### src/rtl/can_txbuf_pkg.sv
`timescale 1ns/1ps
package can_txbuf_pkg;
  typedef enum logic [1:0] {
    ST_FREE = 2'd0,
    ST_PEND = 2'd1,
    ST_SEND = 2'd2
  } txbuf_state_e;
endpackage

### src/rtl/can_txbuf_store.sv
`timescale 1ns/1ps
module can_txbuf_store #(
  parameter int DEPTH = 13,
  parameter int AW    = $clog2(DEPTH)
) (
  input  logic          clk_i,
  input  logic          rst_ni,
  input  logic          wr_allow_i,
  input  logic          wr_en_i,
  input  logic [AW-1:0] wr_addr_i,
  input  logic [7:0]    wr_data_i,
  input  logic [AW-1:0] rd_addr_i,
  output logic [7:0]    rd_data_o
);
  logic [DEPTH-1:0][7:0] mem_q;
  logic                  wr_go;

  assign wr_go = wr_en_i & wr_allow_i;

  for (genvar g = 0; g < DEPTH; g++) begin : g_byte
    always_ff @(posedge clk_i or negedge rst_ni) begin
      if (!rst_ni)                                mem_q[g] <= 8'h00;
      else if (wr_go && (wr_addr_i == AW'(g)))    mem_q[g] <= wr_data_i;
    end
  end

  always_comb begin
    rd_data_o = 8'h00;
    if ({1'b0, rd_addr_i} < (AW+1)'(DEPTH)) rd_data_o = mem_q[rd_addr_i];
  end

  AST_LOCKED_KEEPS: assert property (@(posedge clk_i) disable iff (!rst_ni)
    !wr_allow_i |=> $stable(mem_q));
endmodule

### src/rtl/can_txbuf_status.sv
`timescale 1ns/1ps
module can_txbuf_status
  import can_txbuf_pkg::*;
(
  input  logic clk_i,
  input  logic rst_ni,
  input  logic tx_req_i,
  input  logic self_req_i,
  input  logic frame_start_i,
  input  logic tx_done_i,
  input  logic tx_abort_i,
  output logic released_o,
  output logic complete_o,
  output logic tx_status_o,
  output logic req_o,
  output logic req_self_o
);
  txbuf_state_e state_q;
  logic         cmp_q;
  logic         self_q;

  always_ff @(posedge clk_i or negedge rst_ni) begin
    if (!rst_ni) begin
      state_q <= ST_FREE;
      cmp_q   <= 1'b1;
      self_q  <= 1'b0;
    end else begin
      unique case (state_q)
        ST_FREE: if (tx_req_i || self_req_i) begin
          state_q <= ST_PEND;
          cmp_q   <= 1'b0;
          self_q  <= self_req_i & ~tx_req_i;
        end
        ST_PEND, ST_SEND: begin
          if (tx_done_i) begin
            state_q <= ST_FREE;
            cmp_q   <= 1'b1;  // done wins over abort
          end else if (tx_abort_i) begin
            state_q <= ST_FREE;
          end else if (frame_start_i && state_q == ST_PEND) begin
            state_q <= ST_SEND;
          end
        end
        default: state_q <= ST_FREE;
      endcase
    end
  end

  assign released_o  = (state_q == ST_FREE);
  assign tx_status_o = (state_q == ST_SEND);
  assign req_o       = ~released_o;
  assign complete_o  = cmp_q;
  assign req_self_o  = self_q & req_o;

  AST_REQ_LOCKS: assert property (@(posedge clk_i) disable iff (!rst_ni)
    (released_o && (tx_req_i || self_req_i)) |=> (!released_o && !complete_o));
  AST_CMP_HOLDS: assert property (@(posedge clk_i) disable iff (!rst_ni)
    (!complete_o && !(tx_done_i && !released_o)) |=> !complete_o);
  AST_DONE_FREES: assert property (@(posedge clk_i) disable iff (!rst_ni)
    (tx_done_i && !released_o) |=> (complete_o && released_o && !tx_status_o));
  AST_ABORT_FREES: assert property (@(posedge clk_i) disable iff (!rst_ni)
    (tx_abort_i && !tx_done_i && !released_o) |=> (released_o && !complete_o));
  AST_TXS_LOCKED: assert property (@(posedge clk_i) disable iff (!rst_ni)
    tx_status_o |-> !released_o);
  AST_LOCKED_REQ_IGN: assert property (@(posedge clk_i) disable iff (!rst_ni)
    (!released_o && !tx_done_i && !tx_abort_i) |=> $stable(req_self_o));
endmodule

### src/rtl/can_bus_activity.sv
`timescale 1ns/1ps
module can_bus_activity (
  input  logic clk_i,
  input  logic rst_ni,
  input  logic rx_active_i,
  input  logic tx_status_i,
  output logic rx_status_o,
  output logic bus_idle_o
);
  logic rx_q;

  always_ff @(posedge clk_i or negedge rst_ni) begin
    if (!rst_ni) rx_q <= 1'b0;
    else         rx_q <= rx_active_i;
  end

  assign rx_status_o = rx_q;
  assign bus_idle_o  = ~(rx_q | tx_status_i);

  AST_RX_TRACK: assert property (@(posedge clk_i) disable iff (!rst_ni)
    1'b1 |=> (rx_status_o == $past(rx_active_i)));
endmodule

### src/rtl/can_txbuf_ctrl.sv
`timescale 1ns/1ps
module can_txbuf_ctrl #(
  parameter int DEPTH = 13,
  parameter int AW    = $clog2(DEPTH)
) (
  input  logic          clk_i,
  input  logic          rst_ni,
  input  logic          wr_en_i,
  input  logic [AW-1:0] wr_addr_i,
  input  logic [7:0]    wr_data_i,
  input  logic [AW-1:0] rd_addr_i,
  output logic [7:0]    rd_data_o,
  input  logic          tx_req_i,
  input  logic          self_req_i,
  input  logic          frame_start_i,
  input  logic          tx_done_i,
  input  logic          tx_abort_i,
  input  logic          rx_active_i,
  output logic          req_o,
  output logic          req_self_o,
  output logic          buf_released_o,
  output logic          tx_complete_o,
  output logic          tx_status_o,
  output logic          rx_status_o,
  output logic          bus_idle_o
);
  logic released;
  logic tx_stat;

  can_txbuf_status u_status (
    .clk_i         (clk_i),
    .rst_ni        (rst_ni),
    .tx_req_i      (tx_req_i),
    .self_req_i    (self_req_i),
    .frame_start_i (frame_start_i),
    .tx_done_i     (tx_done_i),
    .tx_abort_i    (tx_abort_i),
    .released_o    (released),
    .complete_o    (tx_complete_o),
    .tx_status_o   (tx_stat),
    .req_o         (req_o),
    .req_self_o    (req_self_o)
  );

  can_txbuf_store #(.DEPTH(DEPTH), .AW(AW)) u_store (
    .clk_i      (clk_i),
    .rst_ni     (rst_ni),
    .wr_allow_i (released),
    .wr_en_i    (wr_en_i),
    .wr_addr_i  (wr_addr_i),
    .wr_data_i  (wr_data_i),
    .rd_addr_i  (rd_addr_i),
    .rd_data_o  (rd_data_o)
  );

  can_bus_activity u_bus (
    .clk_i       (clk_i),
    .rst_ni      (rst_ni),
    .rx_active_i (rx_active_i),
    .tx_status_i (tx_stat),
    .rx_status_o (rx_status_o),
    .bus_idle_o  (bus_idle_o)
  );

  assign buf_released_o = released;
  assign tx_status_o    = tx_stat;

  AST_IDLE_QUIET: assert property (@(posedge clk_i) disable iff (!rst_ni)
    bus_idle_o |-> (!tx_status_o && !rx_status_o));
endmodule

### config.mk
export PLATFORM = sky130hd
export DESIGN_NAME = can_txbuf_ctrl
export DESIGN_NICKNAME = d
export VERILOG_FILES = /design/src/rtl/can_txbuf_pkg.sv /design/src/rtl/can_txbuf_store.sv /design/src/rtl/can_txbuf_status.sv /design/src/rtl/can_bus_activity.sv /design/src/rtl/can_txbuf_ctrl.sv
export SDC_FILE = /design/constraint.sdc
export NUM_CORES = 1
export LEC_CHECK = 0
export BUFFER_PORTS_ARGS = -buffer_cell sky130_fd_sc_hd__buf_4
export CORE_UTILIZATION = 50
export CTS_CLUSTER_DIAMETER = 40
export DETAILED_ROUTE_END_ITERATION = 12
export PLACE_DENSITY_LB_ADDON = 0.05
export SETUP_SLACK_MARGIN = 0.5
export SYNTH_ARGS = -nofsm -noshare
export SYNTH_HDL_FRONTEND = slang
export SYNTH_SLANG_ARGS = --single-unit
### constraint.sdc
create_clock -name clk_i -period 2.7 [get_ports clk_i]
set_input_delay 0.135 -clock clk_i [delete_from_list [all_inputs] [get_ports clk_i]]
set_output_delay 0.135 -clock clk_i [all_outputs]
set_load 0.02 [all_outputs]
Word level (Yosys, flattened, before mapping) --
Cells that the tools add are included.
Storage, ports and cells: register bits 109, bits of input ports 25, output and inout bits 15
Cells by class: magnitude comparators 2, equal/unequal tests 17, mux-type cells 11, bitwise operators 7, reduce and logical (&&, ||, !) cells 22
Operators with widths (count):
- 8-bit binary-select mux with 4-bit select | 1
- 4-bit equality test, second input constant | 5
- 4-bit by 3-bit equality test with 1-bit output, second input constant | 4
- 8-bit 2-to-1 mux | 2
- 1-bit logical AND | 14
- 4-bit by 2-bit equality test with 1-bit output, second input constant | 2
- 2-bit 2-to-1 mux | 4
- 4-bit by 5-bit < comparator with 1-bit output, second input constant | 1
- 4-bit by 1-bit equality test with 1-bit output, second input constant | 1
- 4-bit logical NOT | 1
- 4-bit < comparator, second input constant | 1
- 2-bit inequality test, second input constant | 2
- 4-bit by 3-bit inequality test with 1-bit output, second input constant | 1
- 2-bit one-hot mux with 2 select lines | 1
- 2-bit AND reduction | 2
- 1-bit bitwise AND | 3
- 1-bit inverter | 3
- 3-bit AND reduction | 1
- 2-bit by 1-bit equality test with 1-bit output, second input constant | 1
- 2-bit equality test, second input constant | 1
- 2-bit logical NOT | 1
- 1-bit 2-to-1 mux | 2
- 1-bit one-hot mux with 2 select lines | 1
- 2-bit nonzero test | 1
- other kinds (3) | 3

Logic depth before layout (Yosys ltp) --
Gate-level depths: netlist (run 1).
depth in word-level cells 6, depth in mapped cells 7

Cells and area by module --
From an unflattened synthesis (run 1), not the netlist that was laid out.
Unflattened totals: cells, all modules 330, area total of the unflattened synthesis 5193.7 µm²
By module, submodules not included:
- can_txbuf_store | instances 1, cells each 298, area an instance 4875.9 µm², seq. area each 2602.5 µm²
- can_txbuf_status | instances 1, cells each 30, area an instance 289.0 µm², seq. area each 101.3 µm²
- can_bus_activity | instances 1, cells each 2, area an instance 28.8 µm², seq. area each 25.0 µm²

Worst setup path before layout (run 1) --
No wires, ideal clock.
kind register -> register, start point reg u_status.state_q[0], end point reg u_store.mem_q[16] (netlist name), data arrival time 1.953 ns, data required time 2.575 ns, path slack 0.622 ns, cell stages (with the launch flop) 7, buffers on the path 1, period minus slack after synthesis 2.078 ns, cell sequence dfrtp_1 -> inv_1 -> ha_1 -> nand2_2 -> or4_4 -> buf_6 -> mux2_4
On the way: longest elaborated chain between the ends 3
Ends and longest elaborated chain:
- start: declaration | line can_txbuf_status.sv:18 | txbuf_state_e state_q;
- start signal: assignment | line can_txbuf_status.sv:24 | state_q <= ST_FREE;
- start signal: assignment | line can_txbuf_status.sv:30 | state_q <= ST_PEND;
- start signal: assignment | line can_txbuf_status.sv:36 | state_q <= ST_FREE;
- 2-bit logical NOT | line can_txbuf_status.sv:49 | assign released_o = (state_q == ST_FREE);
- net buf_released_o | line can_txbuf_ctrl.sv:21 | output logic buf_released_o,
- 1-bit bitwise AND | line can_txbuf_store.sv:18 | assign wr_go = wr_en_i & wr_allow_i;
- 1-bit logical AND | line can_txbuf_store.sv:23 | else if (wr_go && (wr_addr_i == AW'(g))) mem_q[g] <= wr_data_i;
- end signal: indexed assignment | line can_txbuf_store.sv:23
- end: declaration | line can_txbuf_store.sv:15 | logic [DEPTH-1:0][7:0] mem_q;
The timed path passes the listed nets, and every way through them passes these cells. A chain may end at the register's enable or synchronous reset.

Worst setup path after layout (run 1) --
start point reg u_status.state_q[1], end point reg u_store.mem_q[102] (netlist name)
On the way: longest elaborated chain between the ends 3
Ends and longest elaborated chain (line):
- 2-bit logical NOT | can_txbuf_status.sv:49
- 1-bit bitwise AND | can_txbuf_store.sv:18
- 1-bit logical AND | can_txbuf_store.sv:23
No other way between the ends.

==> flow_summary.ini, run 1 <==
[final_layout]
drive_gt1_share_pct = 45.4
multi_input_area_um2 = 2360
design_area_um2 = 5800
finalNetCount = 430
final.fill_count = 827
fin_cells = 538
seqCellArea_um2 = 2730
final_common_cell = dfrtp_1
area_growth_pct = 11.6
num_antenna_cells = 0
final_cell_mix = dfrtp_1 (108), mux2_2 (94), buf_4 (39), mux2i_1 (18)

[timing]
relSlewSlack_pct = 56.0
finClkSkew_ns = 0.00785
max_freq_ghz = 0.488
drv_slew = 0
hold-worst-slack_ns = 0.0312
max_slew.worst_pin.slew_ns = 0.656
fin_ws_ns = 0.650
period_share_pct = 75.9
rsz0062_at_grt = false
period_minus_slack_ns = 2.05
hold_violations = 0
finalSetupViolCount = 0
fin_setup_tns_ns = 0

[logic_synthesis]
post_synth.cell_area_avg_um2 = 14.1
synth_compound_area_share_pct = 4.72
synthSimpleGateAreaFrac_pct = 6.53
ys_ff_latch = 109
synth-xor-area-share_pct = 0
syn_area_um2 = 5190
synth-edff-count = 0
synthCells = 369
synthArstFlopShare_pct = 100
synth_adder_area_share_pct = 1.20
synth_top_family_by_area = multiplexers
yosysSeqAreaShare_pct = 52.6
ys_types = 37
synth_nets = 399
synth_warnings = 0
ys.flop_type = dfrtp_1
synth.area.mux_share_pct = 32.7

[drt]
remaining_drc_errors = 0
routed_wl_um = 11000
via_per_inst = 5.73
wl_per_cell_um = 20.5
dr.pass1.iters = 4
drt_iter0_drc = 99
final_antenna_net_count = 0
via_count = 3083

[setup_path]
cp_top_family = simple AND/OR/NAND/NOR gates
crit_chain = inv_1, ha_2, and3_1, nand3_1, mux2_2
crit_cells = 5
slowest_stage = mux2_2
cp-end-kind = register
cp.arrival_ns = 2.31
cp_max_fo = 9
cp_data_required_time_ns = 2.96
path_buf_inv = 1
start_kind = register
reg2reg_depth = 5
crit_type = reg2reg
cpPeakStageDelay_ns = 0.46

[run_status]
status = complete, no violations

[cts]
cts_buffers = 9
h-tree-depth = 3
cts_tree = yes
cts-root-buf = clkbuf_8
clock_sinks = 109
path_clk_slew_ns = 0.09
clk_latency_ns = 0.37
cts_setup_buffers = 0
clockBufferDepth = 2

[placement]
dp_cells = 519
dpl_cell_area_um2 = 5570
dpl_worst_slack_ns = 0.534
place_hpwl_um = 7290
numPortBuffers = 39
routabilityCongestion = 0.729

[min_path]
hold_depth = 3
hp-class = in2reg

[pwr]
ir_drop_mv = 0.508
power_leakage_nw = 2.64
powerDensity_nw_per_um2 = 937

[global_route]
antenna_found_initial = 0
grt_max_degree = 63
grt_overflow = 0
grtUsageTotal_pct = 22.0
grt_pass1_vias = 3198
grt_pass1_wl_um = 17900

[die]
ios = 40
fp.dieW_um = 104
die_area_um2 = 10800
core_area_um2 = 9910
die-height_um = 104
initial_utilization_pct = 52.4
num_rows = 36

[job]
maxCapViolations = 0
[registers in the layout, summed over array words and instances (netlist names)]
name / flops
u_status.self_q: 1
u_store.mem_q: 104
u_bus.rx_status_o: 1
u_status.state_q: 2
u_status.complete_o: 1
[kinds of logic (layout without fill, tap and decap cells)]
group	count (synthesis)	in the layout
buf+inv	27	63
flops	109	109
mux	139	139
simple gates	51	51
fa+ha+maj	5	5
compound gates	38	38
[cell type report]
type,instances,share of cell area (%)
Clock buffer,12,2.33
Clock inverter,4,0.842
Inverter,4,0.259
Multi-Input combinational cell,233,40.7
Sequential cell,109,47.1
Tap cell,133,2.87
Timing Repair Buffer,43,5.92
[worst reg2reg max path: stages (launching register included)]
cell and delay (ns):
dfrtp_1 0.41, inv_1 0.13, ha_2 0.29, and3_1 0.22, nand3_1 0.44, mux2_2 0.46
[metal layers]
| layer | wire, um | global-route usage (%) | up-vias |
|---|---|---|---|
| li1 | - | - | 1405 |
| met1 | 5020 | 29.7 | 1624 |
| met2 | 5500 | 36.1 | 43 |
| met3 | 400 | 5.51 | 11 |
| met4 | 97 | 4.59 | 0 |
| met5 | 0 | 0 | - |
[where the power goes]
part | internal (mW) | leakage, nW | switching [mW]
clock network | 0.430 | 0.0943 | 0.533
registers | 2.40 | 1.39 | 0.379
logic | 1.03 | 1.15 | 0.660
total | 3.86 | 2.64 | 1.57
[path summary, 6_finish.rpt]
path	start	slack (ns)	endpoint
worst min register to register	u_store.mem_q[38]$_DFFE_PN0P_	0.50	u_store.mem_q[38]$_DFFE_PN0P_
worst max register to register	u_status.state_q[1]$_DFFE_PN0P_	0.65	u_store.mem_q[102]$_DFFE_PN0P_
min in group asynchronous	rst_ni	0.31	u_store.mem_q[62]$_DFFE_PN0P_
worst min-delay path	tx_done_i	0.03	u_status.complete_o$_DFFE_PN1P_
max in group asynchronous	rst_ni	1.61	u_status.complete_o$_DFFE_PN1P_
worst max-delay path	u_status.state_q[1]$_DFFE_PN0P_	0.65	u_store.mem_q[102]$_DFFE_PN0P_
[cells in the mapped netlist (8+ instances only)]
master      n  area, um2
a211oi_1   11       82.6
clkbuf_1   13       48.8
nor2_1      8       30.0
a21oi_1    11       55.1
mux2_2     94       1060
mux4_2     11        248
mux2_1      8       90.1
buf_2       9       45.0
dfrtp_1   108       2700
mux2_4      8        120
nor2b_1     8       50.1
o22ai_1    10       62.6
mux2i_1    18        180
[stage by stage]
| stage | power [mW] | util, % |
|---|---|---|
| after floorplan | 4.01 | - |
| after global placement | 4.43 | 56.2 |
| after detailed placement | 4.51 | 56.2 |
| after CTS | 5.48 | 58.3 |
| after global routing | 5.78 | 58.5 |
| final | 5.43 | 58.5 |
[repair_timing]
action,4_1_cts,5_1_grt
resized for setup,0,5
hold buffers,3,0
setup endpoints to repair,0,104
hold endpoints to repair,49,0
Note: power is estimated with default switching activity, not from simulation.
==> inputs of run 2 (changes only) <==
Settings changed: ABC_AREA set to 1.
Clock period 2.7 ns to 1.66 ns, I/O delays scaled along.
==> run 2 against run 1 <==
Net effect:
- die area rose by 5.1%
- clock skew up 0.0045 ns
- clock power rose by 67%
- utilization rose by 9.8 points
- critical path depth is 4 higher
- critical endpoint is now u_store.mem_q[84]$_DFFE_PN0P_
==> flow_summary.ini, run 2 <==
[setup_path]
start_kind = register
slowest_stage = dfrtp_1
cp_max_fo = 8
reg2reg_depth = 9
cp_data_required_time_ns = 1.98
cp-end-kind = register
crit_chain = inv_2, ha_4, nand2_4, inv_4, nand2_4, nor2_4, buf_12, nand2_4, o21ai_1
cpPeakStageDelay_ns = 0.42
r2r-start = u_status.state_q[0]$_DFFE_PN0P_
reg2reg_slack_ns = 0.06
r2r_end = u_store.mem_q[84]$_DFFE_PN0P_
cp.arrival_ns = 1.92
crit_start = u_status.state_q[0]$_DFFE_PN0P_
crit_type = reg2reg
crit_top_cell = nand2_4
endpoint = u_store.mem_q[84]$_DFFE_PN0P_

[drt]
routed_wl_um = 16000
remaining_drc_errors = 0
wl_met1_um = 6790
wl_met3_um = 1060
wl_per_cell_um = 17.8
dr.pass1.iters = 5
final_antenna_net_count = 0
via_per_inst = 5.45
drt_iter0_drc = 385
routed.top_layer = met4
wl_met2_um = 7800
via_count = 4919

[final_layout]
finalNetCount = 792
design_area_um2 = 7150
final.fill_count = 856
final_common_cell = nand2_1
final_cell_mix = nand2_1 (173), dfrtp_1 (108), o21ai_1 (71), inv_1 (63), nand2_2 (63)
fin_cells = 902
drive_gt1_share_pct = 35.8
largest_reg_flops = 104
regMostFlops = u_store.mem_q
area_growth_pct = 30.9
utilization_pct = 68.3
top_regs = u_store.mem_q x104, u_status.state_q x2
num_antenna_cells = 0

[pwr]
power_leakage_nw = 3.43
p_comb_share_pct = 40.4
total_power_mw = 10.5
p_clk_share_pct = 15.3
p_switching_mw = 3.88
p_int_mw = 6.66
power_frac_seq_pct = 44.3
ir_drop_mv = 1.20
powerDensity_nw_per_um2 = 1470
swShare_pct = 36.8

[logic_synthesis]
netlist.area_leader.share_pct = 49.5
synth-xor-area-share_pct = 0
synth_area_leader_cell = dfrtp_1
netlist_top_cells_count = nand2_1 (243), dfrtp_1 (108), inv_1 (66), nand3_1 (66), o21ai_1 (64)
ys_ff_latch = 109
synth-edff-count = 0
syn_area_um2 = 5460
synthTopCellsByArea = dfrtp_1 (49%), nand2_1 (17%), nand3_1 (6.0%), o21ai_1 (5.9%), inv_1 (4.5%)
post_synth.cell_area_avg_um2 = 7.89
synth_compound_area_share_pct = 13.1
synthSimpleGateAreaFrac_pct = 26.7
synth_top_family_by_area = simple AND/OR/NAND/NOR gates
yosysSeqAreaShare_pct = 50.0
synth_warnings = 0
synth.area.mux_share_pct = 0
synth_adder_area_share_pct = 1.15
ys.flop_type = dfrtp_1
synthArstFlopShare_pct = 100
yosysMostFrequentCell = nand2_1
synthCells = 692
synth_nets = 722
ys_types = 24

[placement]
numPortBuffers = 39
dp_cells = 845
place_hpwl_um = 9370
routabilityCongestion = 0.783
dpl_cell_area_um2 = 5920

[die]
fp.dieW_um = 107
die-height_um = 107
core_area_um2 = 10500
die_area_um2 = 11300
ios = 40
num_rows = 37
initial_utilization_pct = 52.2

[cts]
cts_tree = yes
cts_buffers = 9
clockBufferDepth = 2
clk_latency_ns = 0.39
h-tree-depth = 3
clock_sinks = 109
cts-root-buf = clkbuf_8
path_clk_slew_ns = 0.10

[global_route]
grtUsageTotal_pct = 28.7
grt_overflow = 0
antenna_found_initial = 0
grt_max_degree = 39
grt_pass1_wl_um = 24200
grt_pass1_vias = 4600

[run_status]
status = complete, no violations

[timing]
hold_violations = 0
max_freq_ghz = 0.623
relSlewSlack_pct = 5.75
period_share_pct = 96.6
period_minus_slack_ns = 1.60
drv_slew = 0
rsz0062_at_grt = true
finalSetupViolCount = 0
max_slew.worst_pin.slew_ns = 1.41
finClkSkew_ns = 0.0123

[min_path]
hp-class = in2reg

[job]
maxCapViolations = 0
-- run 2: kinds of logic (layout without fill, tap and decap cells) --
logic type | after synthesis | in the layout
AND/OR/NAND/NOR | 347 | 353
AO/OA/AOI/OAI | 122 | 122
flip-flops | 109 | 109
buffers and inverters | 109 | 177
adder cells (fa/ha/maj) | 5 | 5
-- run 2: cell type report --
type | instances | area [um2] | area share [%]
Timing Repair Buffer | 93 | 862 | 12.1
Multi-Input combinational cell | 480 | 2930 | 41.0
Clock inverter | 2 | 16.3 | 0.228
Inverter | 69 | 264 | 3.69
Tap cell | 136 | 170 | 2.38
Sequential cell | 109 | 2730 | 38.2
Clock buffer | 13 | 179 | 2.50
-- run 2: stage by stage --
step | setup slack, ns | TNS (ns) | hold WS (ns)
6_report | 0.0556 | 0 | 0.0317
5_1_grt | -0.0293 | -0.258 | 0.0455
4_1_cts | 0.146 | 0 | 0.00176
3_5_place_dp | -0.00403 | -0.00403 | 0.101
3_3_place_gp | 0.0485 | 0 | 0.104
2_1_floorplan | 0.133 | 0 | -0.213
-- run 2: worst min-delay path by stage --
stage / depth (start not counted) / to / from / slack [ns]
after detailed placement: 1 / u_bus.rx_status_o$_DFF_PN0_ / rst_ni / 0.10
after global routing: 4 / u_status.self_q$_DFFE_PN0P_ / tx_req_i / 0.05
after CTS: 4 / u_status.state_q[1]$_DFFE_PN0P_ / tx_done_i / 0.002
after floorplan: 0 / u_bus.rx_status_o$_DFF_PN0_ / rst_ni / -0.21
after global placement: 1 / u_bus.rx_status_o$_DFF_PN0_ / rst_ni / 0.10
final: 4 / u_status.self_q$_DFFE_PN0P_ / tx_req_i / 0.03
-- run 2: worst max-delay path, delay by kind of cell (launching register included) --
kind / cells / cell delay, ns
flip-flops: 1 / 0.42
AND/OR/NAND/NOR: 4 / 0.40
buffers and inverters: 3 / 0.35
AO/OA/AOI/OAI: 1 / 0.21
adder cells (fa/ha/maj): 1 / 0.15
-- run 2: timing repair --
item	4_1_cts	5_1_grt
endpoints found under the setup margin	120	122
endpoints found under the hold margin	36	1
buffers inserted	16	16
pin swaps	38	46
resized for setup	82	90
hold buffers	3	1
cloned	2	4
-- run 2: power groups by stage --
stage	combinational (mW)	sequential (mW)	clock [mW]
final	4.26	4.67	1.61
after detailed placement	3.02	4.58	0
after global placement	2.90	4.54	0
after floorplan	2.31	4.43	0
after global routing	4.75	4.80	1.75
after CTS	3.54	4.55	1.63
-- run 2: layer usage --
metal  track usage, %  vias up
li1                 -     2350
met1             38.7     2365
met2             46.6      178
met3             6.44       26
met4             8.22        0
met5                0        -
==> inputs of run 3 (changes only) <==
Settings changed: ABC_AREA 1 to unset.
==> run 3 against run 2 <==
Net effect:
- the flow now finishes with violations (setup timing)
- worst hold slack worse by 0.020 ns
- non-clock buffer count up 9
- maximum frequency down 12%
- clock power up 5%
- largest cell class unchanged
- via count down 30%
- combinational power up 2%
- largest power group unchanged
- design area down 1.6%
- sequential share of layout area up 0.63 points
- power up 0.96%
==> flow_summary.ini, run 3 (synthesis gave the netlist of run 1 again) <==
[cts]
cts_tree = yes
clk_latency_ns = 0.38
path_clk_slew_ns = 0.09
h-tree-depth = 3
clockBufferDepth = 2
cts_buffers = 9
clock_sinks = 109
cts-root-buf = clkbuf_8

[pwr]
swShare_pct = 28.9
ir_drop_mv = 1.31
p_switching_mw = 3.07
p_int_mw = 7.57
p_comb_share_pct = 41.0
power_leakage_nw = 3.29
powerDensity_nw_per_um2 = 1510
p_clk_share_pct = 15.9
power_frac_seq_pct = 43.1

[die]
die-height_um = 104
initial_utilization_pct = 52.4
fp.dieW_um = 104
die_area_um2 = 10800
num_rows = 36
core_area_um2 = 9910
ios = 40

[timing]
hold_violations = 0
max_slew.worst_pin.slew_ns = 0.505
fin_setup_tns_ns = -2.42
max_freq_ghz = 0.546
finClkSkew_ns = 0.00962
period_share_pct = 110
period_minus_slack_ns = 1.83
rsz0062_at_grt = true
relSlewSlack_pct = 66.2
fin_ws_ns = -0.173
drv_slew = 0
finalSetupViolCount = 30

[final_layout]
largest_reg_flops = 104
regMostFlops = u_store.mem_q
area_growth_pct = 35.4
top_regs = u_store.mem_q x104, u_status.state_q x2
drive_gt1_share_pct = 61.4
finalNetCount = 489
num_antenna_cells = 0
final_common_cell = dfrtp_1
final_cell_mix = dfrtp_1 (108), mux2_4 (86), buf_4 (58), buf_6 (32), mux2_2 (24)

[drt]
via_count = 3419
dr.pass1.iters = 4
remaining_drc_errors = 0
routed_wl_um = 12900
wl_per_cell_um = 21.6
drt_iter0_drc = 141
via_per_inst = 5.73
final_antenna_net_count = 0

[setup_path]
cp_max_fo = 2
cp.arrival_ns = 1.75
slowest_stage = mux4_2
cp_data_required_time_ns = 1.58
crit_type = reg2out
start_kind = register
crit_chain = mux4_2, nor2b_4, a211oi_2, a21oi_2, buf_4
cp_top_family = multiplexers
cpPeakStageDelay_ns = 0.48
path_buf_inv = 1
cp-end-kind = primary output

[placement]
numPortBuffers = 39
place_hpwl_um = 8180
dpl_worst_slack_ns = -0.0941
routabilityCongestion = 0.739

[run_status]
violations = setup timing
status = finished with violations

[global_route]
grt_overflow = 0
top_usage_layer = met2
antenna_found_initial = 0
grtUsageMet1_pct = 36.4
grt_max_degree = 56
grt_pass1_vias = 3661
use_met2_pct = 39.7
grtUsageTotal_pct = 25.4
grtUsageMet3_pct = 3.13
grt_pass1_wl_um = 20800

[min_path]
hp-class = in2reg

[job]
maxCapViolations = 0
==> run 3: cell types whose count changed in the layout (fill, tap and decap cells not counted), moves of 13 or more <==
cell,previous run,this run
inv_1,63,1
mux2_2,0,24
mux2_4,0,86
mux2i_1,0,18
nand2_1,173,2
nand2_2,63,1
nand2_4,14,1
nand3_1,40,0
nand3_2,25,0
o21ai_1,71,0
o21ai_2,38,0
==> run 3: layout make-up <==
class	instances	area [um2]
tap	133	166
multi-input combinational	233	2940
inverter	4	15.0
clock buffer	13	159
sequential	109	2730
clock inverter	3	43.8
fill	691	2880
timing repair buffer	102	981
==> run 3: metrics by stage <==
stage | power [mW] | utilization, % | instance area [um2] | instances | hold slack (ns)
after global placement | 7.58 | 61.1 | 6050 | 553 | 0.0201
after global routing | 11.2 | 71.0 | 7030 | 597 | 0.0393
final | 10.6 | 71.0 | 7030 | 597 | 0.0118
after floorplan | 6.77 | - | 5410 | 369 | -0.213
after CTS | 10.4 | 70.1 | 6940 | 590 | 0.000526
after detailed placement | 7.73 | 61.1 | 6050 | 553 | 0.0281
==> run 3: worst paths after layout <==
path	slack [ns]	to	startpoint	cells past startpoint
worst max-delay path	-0.17	rd_data_o[0]	u_store.mem_q[40]$_DFFE_PN0P_	5
worst min-delay path	0.01	u_status.self_q$_DFFE_PN0P_	self_req_i	3
worst max register to register	-0.13	u_store.mem_q[17]$_DFFE_PN0P_	u_status.state_q[0]$_DFFE_PN0P_	5
worst min register to register	0.50	u_store.mem_q[15]$_DFFE_PN0P_	u_store.mem_q[15]$_DFFE_PN0P_	1
max in group asynchronous	0.84	u_store.mem_q[103]$_DFFE_PN0P_	rst_ni	3
min in group asynchronous	0.17	u_store.mem_q[10]$_DFFE_PN0P_	rst_ni	2
==> run 3: timing repair <==
item	CTS	global route
endpoints found under the setup margin	120	121
setup buffers	16	7
endpoints found under the hold margin	34	0
gates resized for setup	125	8
pin swaps	17	9
gates cloned	0	0
hold buffers	5	0
==> run 3: routing by layer <==
metal	vias to the layer above	part of all wire, %
met2	80	47
met5	-	0
met3	18	3.8
met1	1791	47
li1	1530	-
met4	0	2.2
==> run 3: worst reg2reg max path, cell delays in order, from the launching register on <==
cell and delay [ns]:
dfrtp_1 0.40, inv_2 0.09, ha_4 0.18, nand2_4 0.07
or4_4 0.61, mux2_4 0.34
==> run 3: power by group through the flow <==
stage / combinational (mW) / sequential, mW / clock (mW)
final: 4.36 / 4.58 / 1.69
after detailed placement: 3.15 / 4.58 / 0
after CTS: 4.16 / 4.56 / 1.72
after global placement: 3.06 / 4.52 / 0
after floorplan: 2.39 / 4.38 / 0
after global routing: 4.67 / 4.73 / 1.78
